## src/rtl/dct_pkg.sv

```systemverilog
package dct_pkg;

    localparam int DATA_W  = 8;
    localparam int ADDR_W  = 3;
    localparam int N_CHAN  = 2;
    localparam int N_FLAG  = N_CHAN + 1;

    typedef enum logic [1:0] {
        MD_FREE  = 2'd0,
        MD_CTC   = 2'd1,
        MD_FPWM  = 2'd2,
        MD_PCPWM = 2'd3
    } mode_e;

    typedef enum logic [1:0] {
        CK_OFF      = 2'd0,
        CK_INT      = 2'd1,
        CK_EXT_RISE = 2'd2,
        CK_EXT_FALL = 2'd3
    } clk_sel_e;

    typedef struct packed {
        clk_sel_e src;
        mode_e    md;
    } ctrl_t;

    localparam logic [ADDR_W-1:0] RA_CTRL = 3'd0;
    localparam logic [ADDR_W-1:0] RA_CNT  = 3'd1;
    localparam logic [ADDR_W-1:0] RA_CMPA = 3'd2;
    localparam logic [ADDR_W-1:0] RA_CMPB = 3'd3;
    localparam logic [ADDR_W-1:0] RA_FLAG = 3'd4;
    localparam logic [ADDR_W-1:0] RA_MASK = 3'd5;

    function automatic logic is_pwm(mode_e m);
        return (m == MD_FPWM) || (m == MD_PCPWM);
    endfunction

endpackage

```

## src/rtl/dct_clk_sel.sv

```systemverilog
module dct_clk_sel
    import dct_pkg::*;
#(
    parameter int SYNC_STAGES = 2
) (
    input  logic     clk,
    input  logic     rst,
    input  clk_sel_e src,
    input  logic     tick_in,
    input  logic     ext_pin,
    output logic     ext_edge,
    output logic     tick
);
    // Synchronizer stages, plus one extra stage holding the previous value.
    logic [SYNC_STAGES:0] shr;
    logic pin_now, pin_prev;

    always_ff @(posedge clk) begin
        if (rst) shr <= '0;
        else     shr <= {shr[SYNC_STAGES-1:0], ext_pin};
    end

    assign pin_now  = shr[SYNC_STAGES-1];
    assign pin_prev = shr[SYNC_STAGES];

    always_comb begin
        unique case (src)
            CK_EXT_RISE: ext_edge = pin_now & ~pin_prev;
            CK_EXT_FALL: ext_edge = ~pin_now & pin_prev;
            default:     ext_edge = 1'b0;
        endcase
        unique case (src)
            CK_OFF:  tick = 1'b0;
            CK_INT:  tick = tick_in;
            default: tick = ext_edge;
        endcase
    end

endmodule

```

## src/rtl/dct_counter.sv

```systemverilog
module dct_counter
    import dct_pkg::*;
#(
    parameter int W = DATA_W
) (
    input  logic         clk,
    input  logic         rst,
    input  mode_e        mode,
    input  logic         tick,
    input  logic         ld,
    input  logic [W-1:0] ld_val,
    input  logic [W-1:0] ctc_top,
    output logic [W-1:0] cnt,
    output logic         cnt_up,
    output logic         at_max,
    output logic         ovf_evt
);
    localparam logic [W-1:0] MAXV = '1;
    localparam logic [W-1:0] ZERO = '0;

    logic         dir_up_q;
    logic [W-1:0] cnt_nx;

    assign at_max = (cnt == MAXV);

    // Direction as seen this tick: the end points force the turn.
    assign cnt_up = (cnt == ZERO) ? 1'b1 : (at_max ? 1'b0 : dir_up_q);

    always_comb begin
        unique case (mode)
            MD_CTC:   cnt_nx = (cnt == ctc_top) ? ZERO : cnt + 1'b1;
            MD_PCPWM: cnt_nx = cnt_up ? cnt + 1'b1 : cnt - 1'b1;
            default:  cnt_nx = cnt + 1'b1;
        endcase
    end

    assign ovf_evt = tick && !ld &&
                     ((mode == MD_PCPWM) ? (cnt == ZERO) : at_max);

    always_ff @(posedge clk) begin
        if (rst) begin
            cnt      <= ZERO;
            dir_up_q <= 1'b1;
        end else if (ld) begin
            cnt <= ld_val;
        end else if (tick) begin
            cnt      <= cnt_nx;
            dir_up_q <= cnt_up;
        end
    end

endmodule

```

## src/rtl/dct_cmp_chan.sv

```systemverilog
module dct_cmp_chan
    import dct_pkg::*;
#(
    parameter int W = DATA_W
) (
    input  logic         clk,
    input  logic         rst,
    input  mode_e        mode,
    input  logic         tick,
    input  logic         blk,
    input  logic         wr,
    input  logic [W-1:0] wdata,
    input  logic [W-1:0] cnt,
    input  logic         cnt_up,
    input  logic         at_max,
    output logic [W-1:0] ocr_buf,
    output logic [W-1:0] ocr_act,
    output logic         match,
    output logic         wave
);
    logic reload;

    assign reload = is_pwm(mode) && tick && at_max;
    assign match  = tick && !blk && (cnt == ocr_act);

    always_ff @(posedge clk) begin
        if (rst) begin
            ocr_buf <= '0;
            ocr_act <= '0;
        end else begin
            if (wr) ocr_buf <= wdata;
            if (wr && !is_pwm(mode)) ocr_act <= wdata;
            else if (reload)         ocr_act <= ocr_buf;
        end
    end

    always_ff @(posedge clk) begin
        if (rst) begin
            wave <= 1'b0;
        end else begin
            unique case (mode)
                MD_FPWM: begin
                    if (tick && at_max) wave <= 1'b1;
                    else if (match)     wave <= 1'b0;
                end
                MD_PCPWM: begin
                    if (match) wave <= !cnt_up;
                end
                default: begin
                    if (match) wave <= !wave;
                end
            endcase
        end
    end

endmodule

```

## src/rtl/dual_cmp_timer.sv

```systemverilog
module dual_cmp_timer
    import dct_pkg::*;
(
    input  logic              clk,
    input  logic              rst,
    input  logic              wr_en,
    input  logic [ADDR_W-1:0] addr,
    input  logic [DATA_W-1:0] wdata,
    output logic [DATA_W-1:0] rdata,
    input  logic              tick_in,
    input  logic              ext_pin,
    output logic              wave_a,
    output logic              wave_b,
    output logic              irq
);
    localparam int W = DATA_W;

    ctrl_t               ctrl_q;
    logic [N_FLAG-1:0]   flags_q, mask_q, flag_set, flag_clr;
    logic                blk_q, tick, ext_edge, cnt_wr;
    logic [W-1:0]        cnt;
    logic                cnt_up, at_max, ovf_evt;
    logic [N_CHAN-1:0][W-1:0] ocr_buf, ocr_act;
    logic [N_CHAN-1:0]   match, wave;

    assign cnt_wr = wr_en && (addr == RA_CNT);

    dct_clk_sel #(.SYNC_STAGES(2)) u_clk_sel (
        .clk(clk), .rst(rst), .src(ctrl_q.src), .tick_in(tick_in),
        .ext_pin(ext_pin), .ext_edge(ext_edge), .tick(tick)
    );

    dct_counter #(.W(W)) u_cnt (
        .clk(clk), .rst(rst), .mode(ctrl_q.md), .tick(tick),
        .ld(cnt_wr), .ld_val(wdata), .ctc_top(ocr_act[0]),
        .cnt(cnt), .cnt_up(cnt_up), .at_max(at_max), .ovf_evt(ovf_evt)
    );

    for (genvar g = 0; g < N_CHAN; g++) begin : g_chan
        dct_cmp_chan #(.W(W)) u_chan (
            .clk(clk), .rst(rst), .mode(ctrl_q.md), .tick(tick),
            .blk(blk_q),
            .wr(wr_en && (addr == RA_CMPA + ADDR_W'(g))),
            .wdata(wdata), .cnt(cnt), .cnt_up(cnt_up), .at_max(at_max),
            .ocr_buf(ocr_buf[g]), .ocr_act(ocr_act[g]),
            .match(match[g]), .wave(wave[g])
        );
    end

    assign wave_a   = wave[0];
    assign wave_b   = wave[1];
    assign flag_set = {match, ovf_evt};
    assign flag_clr = (wr_en && addr == RA_FLAG) ? wdata[N_FLAG-1:0] : '0;

    always_ff @(posedge clk) begin
        if (rst) begin
            ctrl_q  <= '0;
            mask_q  <= '0;
            flags_q <= '0;
            blk_q   <= 1'b0;
        end else begin
            if (wr_en && addr == RA_CTRL) ctrl_q <= ctrl_t'(wdata[3:0]);
            if (wr_en && addr == RA_MASK) mask_q <= wdata[N_FLAG-1:0];
            flags_q <= (flags_q & ~flag_clr) | flag_set;
            if (cnt_wr)    blk_q <= 1'b1;
            else if (tick) blk_q <= 1'b0;
        end
    end

    assign irq = |(flags_q & mask_q);

    always_comb begin
        unique case (addr)
            RA_CTRL: rdata = W'(ctrl_q);
            RA_CNT:  rdata = cnt;
            RA_CMPA: rdata = ocr_buf[0];
            RA_CMPB: rdata = ocr_buf[1];
            RA_FLAG: rdata = W'(flags_q);
            RA_MASK: rdata = W'(mask_q);
            default: rdata = '0;
        endcase
    end

endmodule

```

## config.mk

```make
export PLATFORM = sky130hd
export DESIGN_NAME = dual_cmp_timer
export DESIGN_NICKNAME = d
export VERILOG_FILES = /design/src/rtl/dct_pkg.sv /design/src/rtl/dct_clk_sel.sv /design/src/rtl/dct_counter.sv /design/src/rtl/dct_cmp_chan.sv /design/src/rtl/dual_cmp_timer.sv
export SDC_FILE = /design/constraint.sdc
export NUM_CORES = 1
export LEC_CHECK = 0
export ABC_CLOCK_PERIOD_IN_PS = 5000
export BUFFER_PORTS_ARGS = -buffer_cell sky130_fd_sc_hd__buf_2
export CAP_MARGIN = 20
export CORE_ASPECT_RATIO = 1.5
export CORE_MARGIN = 8
export CORE_UTILIZATION = 60
export DETAILED_ROUTE_END_ITERATION = 7
export HOLD_SLACK_MARGIN = 0.1
export PLACE_DENSITY = 0.79
export SETUP_SLACK_MARGIN = 0.1
export SLEW_MARGIN = 40
export SYNTH_ARGS = -nofsm -noshare
export SYNTH_HDL_FRONTEND = slang
export SYNTH_SLANG_ARGS = --single-unit
```

## constraint.sdc

```tcl
create_clock -name clk -period 5 [get_ports clk]
set_input_delay 0.5 -clock clk [delete_from_list [all_inputs] [get_ports clk]]
set_output_delay 0.5 -clock clk [all_outputs]
set_load 0.02 [all_outputs]
```

### Word level (Yosys, flattened, before mapping)

Cells that the tools add are included.

| storage, ports and cells | value |
|---|---|
| register bits after elaboration | 57 |
| bits of input ports | 16 |
| logic and storage cells | 106 |

| cells by class | value |
|---|---|
| add/sub/neg operators | 2 |
| equal/unequal tests | 16 |
| muxes and demuxes | 28 |
| bitwise logic cells | 9 |
| reduce and logical (&&, ||, !) cells | 37 |

Operator list:

| kind | number |
|---|---|
| 2-to-1 mux 8 bit | 8 |
| case mux 8 bit (6 select lines) | 1 |
| == test 8 bit | 2 |
| logical AND 1 bit | 16 |
| case mux 8 bit (2 select lines) | 1 |
| nonzero test 2 bit | 7 |
| 2-to-1 mux 1 bit | 13 |
| adder 8 x 1 -> 8 bit, second input constant | 1 |
| == test 2 bit, second input constant | 4 |
| == test 8 bit, second input constant | 1 |
| zero test 8 bit | 1 |
| case mux 1 bit (2 select lines) | 4 |
| subtractor 8 x 1 -> 8 bit, second input constant | 1 |
| AND 3 bit | 2 |
| == test 3 x 2 -> 1 bit, second input constant | 2 |
| == test 3 bit, second input constant | 2 |
| zero test 1 bit | 6 |
| AND reduction 3 bit | 2 |
| == test 2 x 1 -> 1 bit, second input constant | 2 |
| inequality test 2 x 1 -> 1 bit, second input constant | 2 |
| == test 3 x 1 -> 1 bit, second input constant | 1 |
| zero test 3 bit | 1 |
| 2-to-1 mux 3 bit | 1 |
| NOT 1 bit | 3 |
| 7 further kinds | 8 |

### Depth between registers and ports, before layout

| logic depth | value |
|---|---|
| word-level depth | 9 |
| gate-level depth with buffers | 9 |

### Hierarchy

Synthesis repeated with hierarchy kept, for this count alone.

| second synthesis, totals | value |
|---|---|
| cells, all modules | 408 |
| area total of the unflattened synthesis | 3572.2 um2 |

By module, submodules not included:

| module | times used | cells each | area an instance (um2) |
|---|---|---|---|
| dct_cmp_chan | 2 | 87 | 823.3 |
| dct_counter | 1 | 141 | 1051.0 |
| dual_cmp_timer | 1 | 82 | 760.7 |
| dct_clk_sel | 1 | 11 | 113.9 |

### Worst setup path before layout

OpenSTA, ideal clock, no wires.

| timing path | value |
|---|---|
| path kind | reg-to-reg |
| from | register u_cnt.cnt[1] |
| to | register u_cnt.cnt[1] |
| data arrival time | 2.368 ns |
| data required time | 4.867 ns |
| setup slack | 2.500 ns |
| stages on the path, launching flop included | 10 |
| path buffers | 1 |
| clock period less this slack | 2.500 ns |
| cells stage by stage | dfxtp_1 > clkbuf_1 > inv_1 > ha_1 > or4b_4 > o31a_1 > o21ai_2 > mux2_1 > a221oi_1 > o41ai_2 |

| between the ends | value |
|---|---|
| cells in the longest elaborated chain, start to end | 7 |
| elaborated cells on any way between the ends | 12 |

RTL lines:

| element | RTL line | source |
|---|---|---|
| start, declared | dct_counter.sv:13 | `output logic [W-1:0] cnt,` |
| start signal, assigned | dct_counter.sv:45 | `cnt <= ld_val;` |
| start signal, assigned | dct_counter.sv:47 | `cnt <= cnt_nx;` |
| branches (longest 4 deep; another with subtractor 8 x 1 -> 8 bit) | -- |  |
| case mux 8 bit (2 select lines) * | dct_counter.sv:30 | `unique case (mode)` |
| 2-to-1 mux 8 bit * | dct_counter.sv:46 | `end else if (tick) begin` |
| 2-to-1 mux 8 bit * | dct_counter.sv:44 | `end else if (ld) begin` |

Mark *: on every way between the ends. The select of a mux whose other input is x is not followed.
A chain may end at the register's enable or synchronous reset.

### Worst setup path after layout

| timing path | value |
|---|---|
| from | register u_cnt.cnt[0] |
| to | register u_cnt.cnt[1] |

Same word-level chain as after synthesis.

==> impl_metrics.json <==
{
  "crit_type": "register to register",
  "syn-num-nets": 434,
  "grt_pass1_wl_um": 15000,
  "synth_seq_area_share_pct": 34.5,
  "hp-class": "input port to register",
  "max_freq_ghz": 0.381,
  "pre_cts_slack_ps": 2410,
  "cts_buffer_depth": 2,
  "start_util_pct": 61.1,
  "tns_ps": 0,
  "synth_top_family_by_area": "simple AND/OR/NAND/NOR gates",
  "grt_pass1_vias": 3053,
  "synthXorXnorAreaFrac_pct": 4.50,
  "drc": 0,
  "period_share_pct": 52.5,
  "peakVddDrop_v": 0.000262,
  "p_leak_nw": 1.34,
  "clk_pin_slew_ps": 70,
  "ctsResizeCount": 0,
  "critPathSlowestCell": "or4b_4",
  "drv_slew": 0,
  "insertion_delay_ps": 340,
  "die_x_um": 76.6,
  "postRouteAntennaNets": 0,
  "area_growth_pct": 9.61,
  "cap_violations": 0,
  "route.detailed.wl_per_inst_um": 18.3,
  "final_util_pct": 67.0,
  "r2r_start": "u_cnt.cnt[0]",
  "clock-sinks": 57,
  "worst_slack_ps": 2380,
  "min-delay-start": "ext_pin",
  "cts_setup_buffers": 0,
  "drt_wl_total_um": 9040,
  "clockRootBuffer": "clkbuf_8",
  "cts_made_buffers": 9,
  "dp_hpwl_um": 6370,
  "syn_area_per_cell_um2": 7.95,
  "cts_tree": "yes",
  "vias_per_cell": 6.24,
  "routabilityCongestion": 0.918,
  "path_buf_inv": 1,
  "hold_viol_final": 0,
  "antenna_found_initial": 0,
  "synth_adder_area_share_pct": 0.757,
  "nNetsFinal": 438,
  "max_stage_delay_ps": 480,
  "ys_async_sr_fraction_pct": 0,
  "period_needed_ps": 2620,
  "port_buffers": 26,
  "grt_max_degree": 59,
  "power_density_mw_per_mm2": 305,
  "core_area_mm2": 0.00541,
  "yosys_warnings": 0,
  "grt-ovfl-total": 0,
  "dr.pass1.iters": 5,
  "timing.slew.headroom_pct": 49.3,
  "hold_buffers": 0,
  "synth_ff_type": "dfxtp_1",
  "cp-end-kind": "register",
  "crit_family": "compound AO/OA/AOI/OAI gates",
  "setup_violations": 0,
  "crit_path_max_fanout": 12,
  "drtIter0Drc": 305,
  "synth_cells": 416,
  "pin_count": 27,
  "rrSetupSlack_ps": 2380,
  "dp_cells": 479,
  "diodes": 0,
  "final_cell_count_no_fill": 495,
  "grt.total_usage_pct": 22.7,
  "die_h_um": 107,
  "holdWs_ps": 377,
  "crit_path_start_kind": "register",
  "synth_edf_count": 0,
  "hold_end": "u_clk_sel.shr[0]",
  "synth_compound_area_share_pct": 20.7,
  "reg2reg_to": "u_cnt.cnt[1]",
  "layout-drive-gt1-share_pct": 13.4,
  "cp.arrival_ps": 2830,
  "synth_cell_types": 56,
  "yosys.area_share.simple_pct": 23.8,
  "reg2reg_depth": 8,
  "synth_area_mm2": 0.00331,
  "status": "finished, final reports clean",
  "tightest_slew_ps": 754,
  "cts.htree.levels": 3,
  "via_count": 3091,
  "crit_chain": "inv_1 -> ha_1 -> or4b_4 -> o31a_1 -> o21ai_2 -> mux2_1 -> a221oi_1 -> o41ai_2",
  "ys_ff_latch": 57,
  "cp_data_required_time_ps": 5200,
  "min_path_cells": 2,
  "rsz0062_at_grt": "no",
  "core.rowCount": 33,
  "dieArea_mm2": 0.00819,
  "finalClockSkew_ps": 8.55,
  "synth.area.mux_share_pct": 10.2
}
worst max-delay path by stage:
stage                       startpoint  slack (ps)  cells past startpoint            to
after floorplan           u_cnt.cnt[1]        2500                      9  u_cnt.cnt[1]
after global placement    u_cnt.cnt[0]        2440                      8  u_cnt.cnt[2]
after detailed placement  u_cnt.cnt[0]        2410                      8  u_cnt.cnt[1]
after CTS                 u_cnt.cnt[0]        2390                      8  u_cnt.cnt[1]
after global routing      u_cnt.cnt[0]        2210                      8  u_cnt.cnt[1]
final                     u_cnt.cnt[0]        2380                      8  u_cnt.cnt[1]
sequential cells by signal, summed over array words and instances, names as in the netlist:
register	cells
ctrl_q	4
g_chan.u_chan.ocr_buf	16
g_chan.u_chan.ocr_act	16
u_clk_sel.shr	3
mask_q	3
blk_q	1
flags_q	3
u_cnt.cnt	8
u_cnt.dir_up_q	1
g_chan.u_chan.wave	2
per-layer routing:
| metal | routed length [um] | global-route usage [%] | share of wire, % | up-vias |
|---|---|---|---|---|
| li1 | - | - | - | 1479 |
| met1 | 3560 | 24.4 | 39 | 1459 |
| met2 | 4630 | 39.4 | 51 | 121 |
| met3 | 530 | 4.86 | 5.9 | 32 |
| met4 | 313 | 14.8 | 3.5 | 0 |
| met5 | 0 | 0 | 0 | - |
through the flow:
stage	total power, mW	instance area (um2)
CTS	1.11	3620
floorplan	0.581	3310
detailed placement	0.613	3390
global placement	0.612	3390
global route	1.14	3620
finish	1.11	3620
final cells by class:
| cell class | count | area [um2] |
|---|---|---|
| Clock buffer | 12 | 155 |
| Clock inverter | 4 | 75.1 |
| Fill cell | 480 | 1790 |
| Inverter | 10 | 37.5 |
| Multi-Input combinational cell | 315 | 1990 |
| Sequential cell | 57 | 1140 |
| Tap cell | 70 | 87.6 |
| Timing Repair Buffer | 27 | 140 |
where the power goes:
part	internal, mW	switching (mW)	leakage, nW
clock	0.308	0.192	0.109
sequential	0.467	0.0201	0.462
combinational	0.0454	0.0733	0.765
total	0.820	0.286	1.34
logic make-up after synthesis:
logic type	Yosys count
AOI/OAI and AO/OA	100
buffers and inverters	44
and+or+nand+nor	164
xor gates and xnor gates	17
DFF	57
muxes	32
adders and majority gates	2
cell usage after synthesis (2+ instances only):
cell | instances | share of area [%]
nor2_1 | 55 | 6.2
mux2_2 | 2 | 0.68
mux2i_1 | 28 | 8.5
nor4_1 | 3 | 0.57
a221oi_1 | 5 | 1.3
nand3b_1 | 3 | 0.68
buf_2 | 6 | 0.91
nand4_1 | 6 | 1.1
inv_1 | 9 | 1.0
buf_4 | 3 | 0.68
o211ai_1 | 2 | 0.45
o22ai_1 | 3 | 0.57
o21ai_0 | 10 | 1.5
clkbuf_1 | 23 | 2.6
nor3_1 | 5 | 0.76
nand2_1 | 53 | 6.0
ha_1 | 2 | 0.76
o31a_1 | 2 | 0.53
a211oi_1 | 17 | 3.9
and3_1 | 7 | 1.3
nor2b_1 | 10 | 1.9
dfxtp_1 | 57 | 35
a31oi_1 | 3 | 0.57
buf_1 | 2 | 0.23
xnor2_1 | 17 | 4.5
nand2b_1 | 4 | 0.76
a22oi_1 | 7 | 1.6
o21ai_1 | 3 | 0.45
nand3_1 | 9 | 1.4
a21oi_1 | 34 | 5.1
cell usage in the layout, fill, tap and decap left out, types with 7 or more instances in the layout:
| cell | instances |
|---|---|
| a211oi_1 | 17 |
| o21ai_0 | 10 |
| nor2_1 | 55 |
| inv_1 | 9 |
| nor2b_1 | 10 |
| dfxtp_1 | 57 |
| buf_2 | 25 |
| nand2_1 | 53 |
| xnor2_1 | 17 |
| mux2i_1 | 28 |
| nand3_1 | 9 |
| a21oi_1 | 34 |
| clkbuf_8 | 11 |
| a22oi_1 | 7 |
| and3_1 | 7 |
No activity file was read; power rests on OpenSTA's default activity.
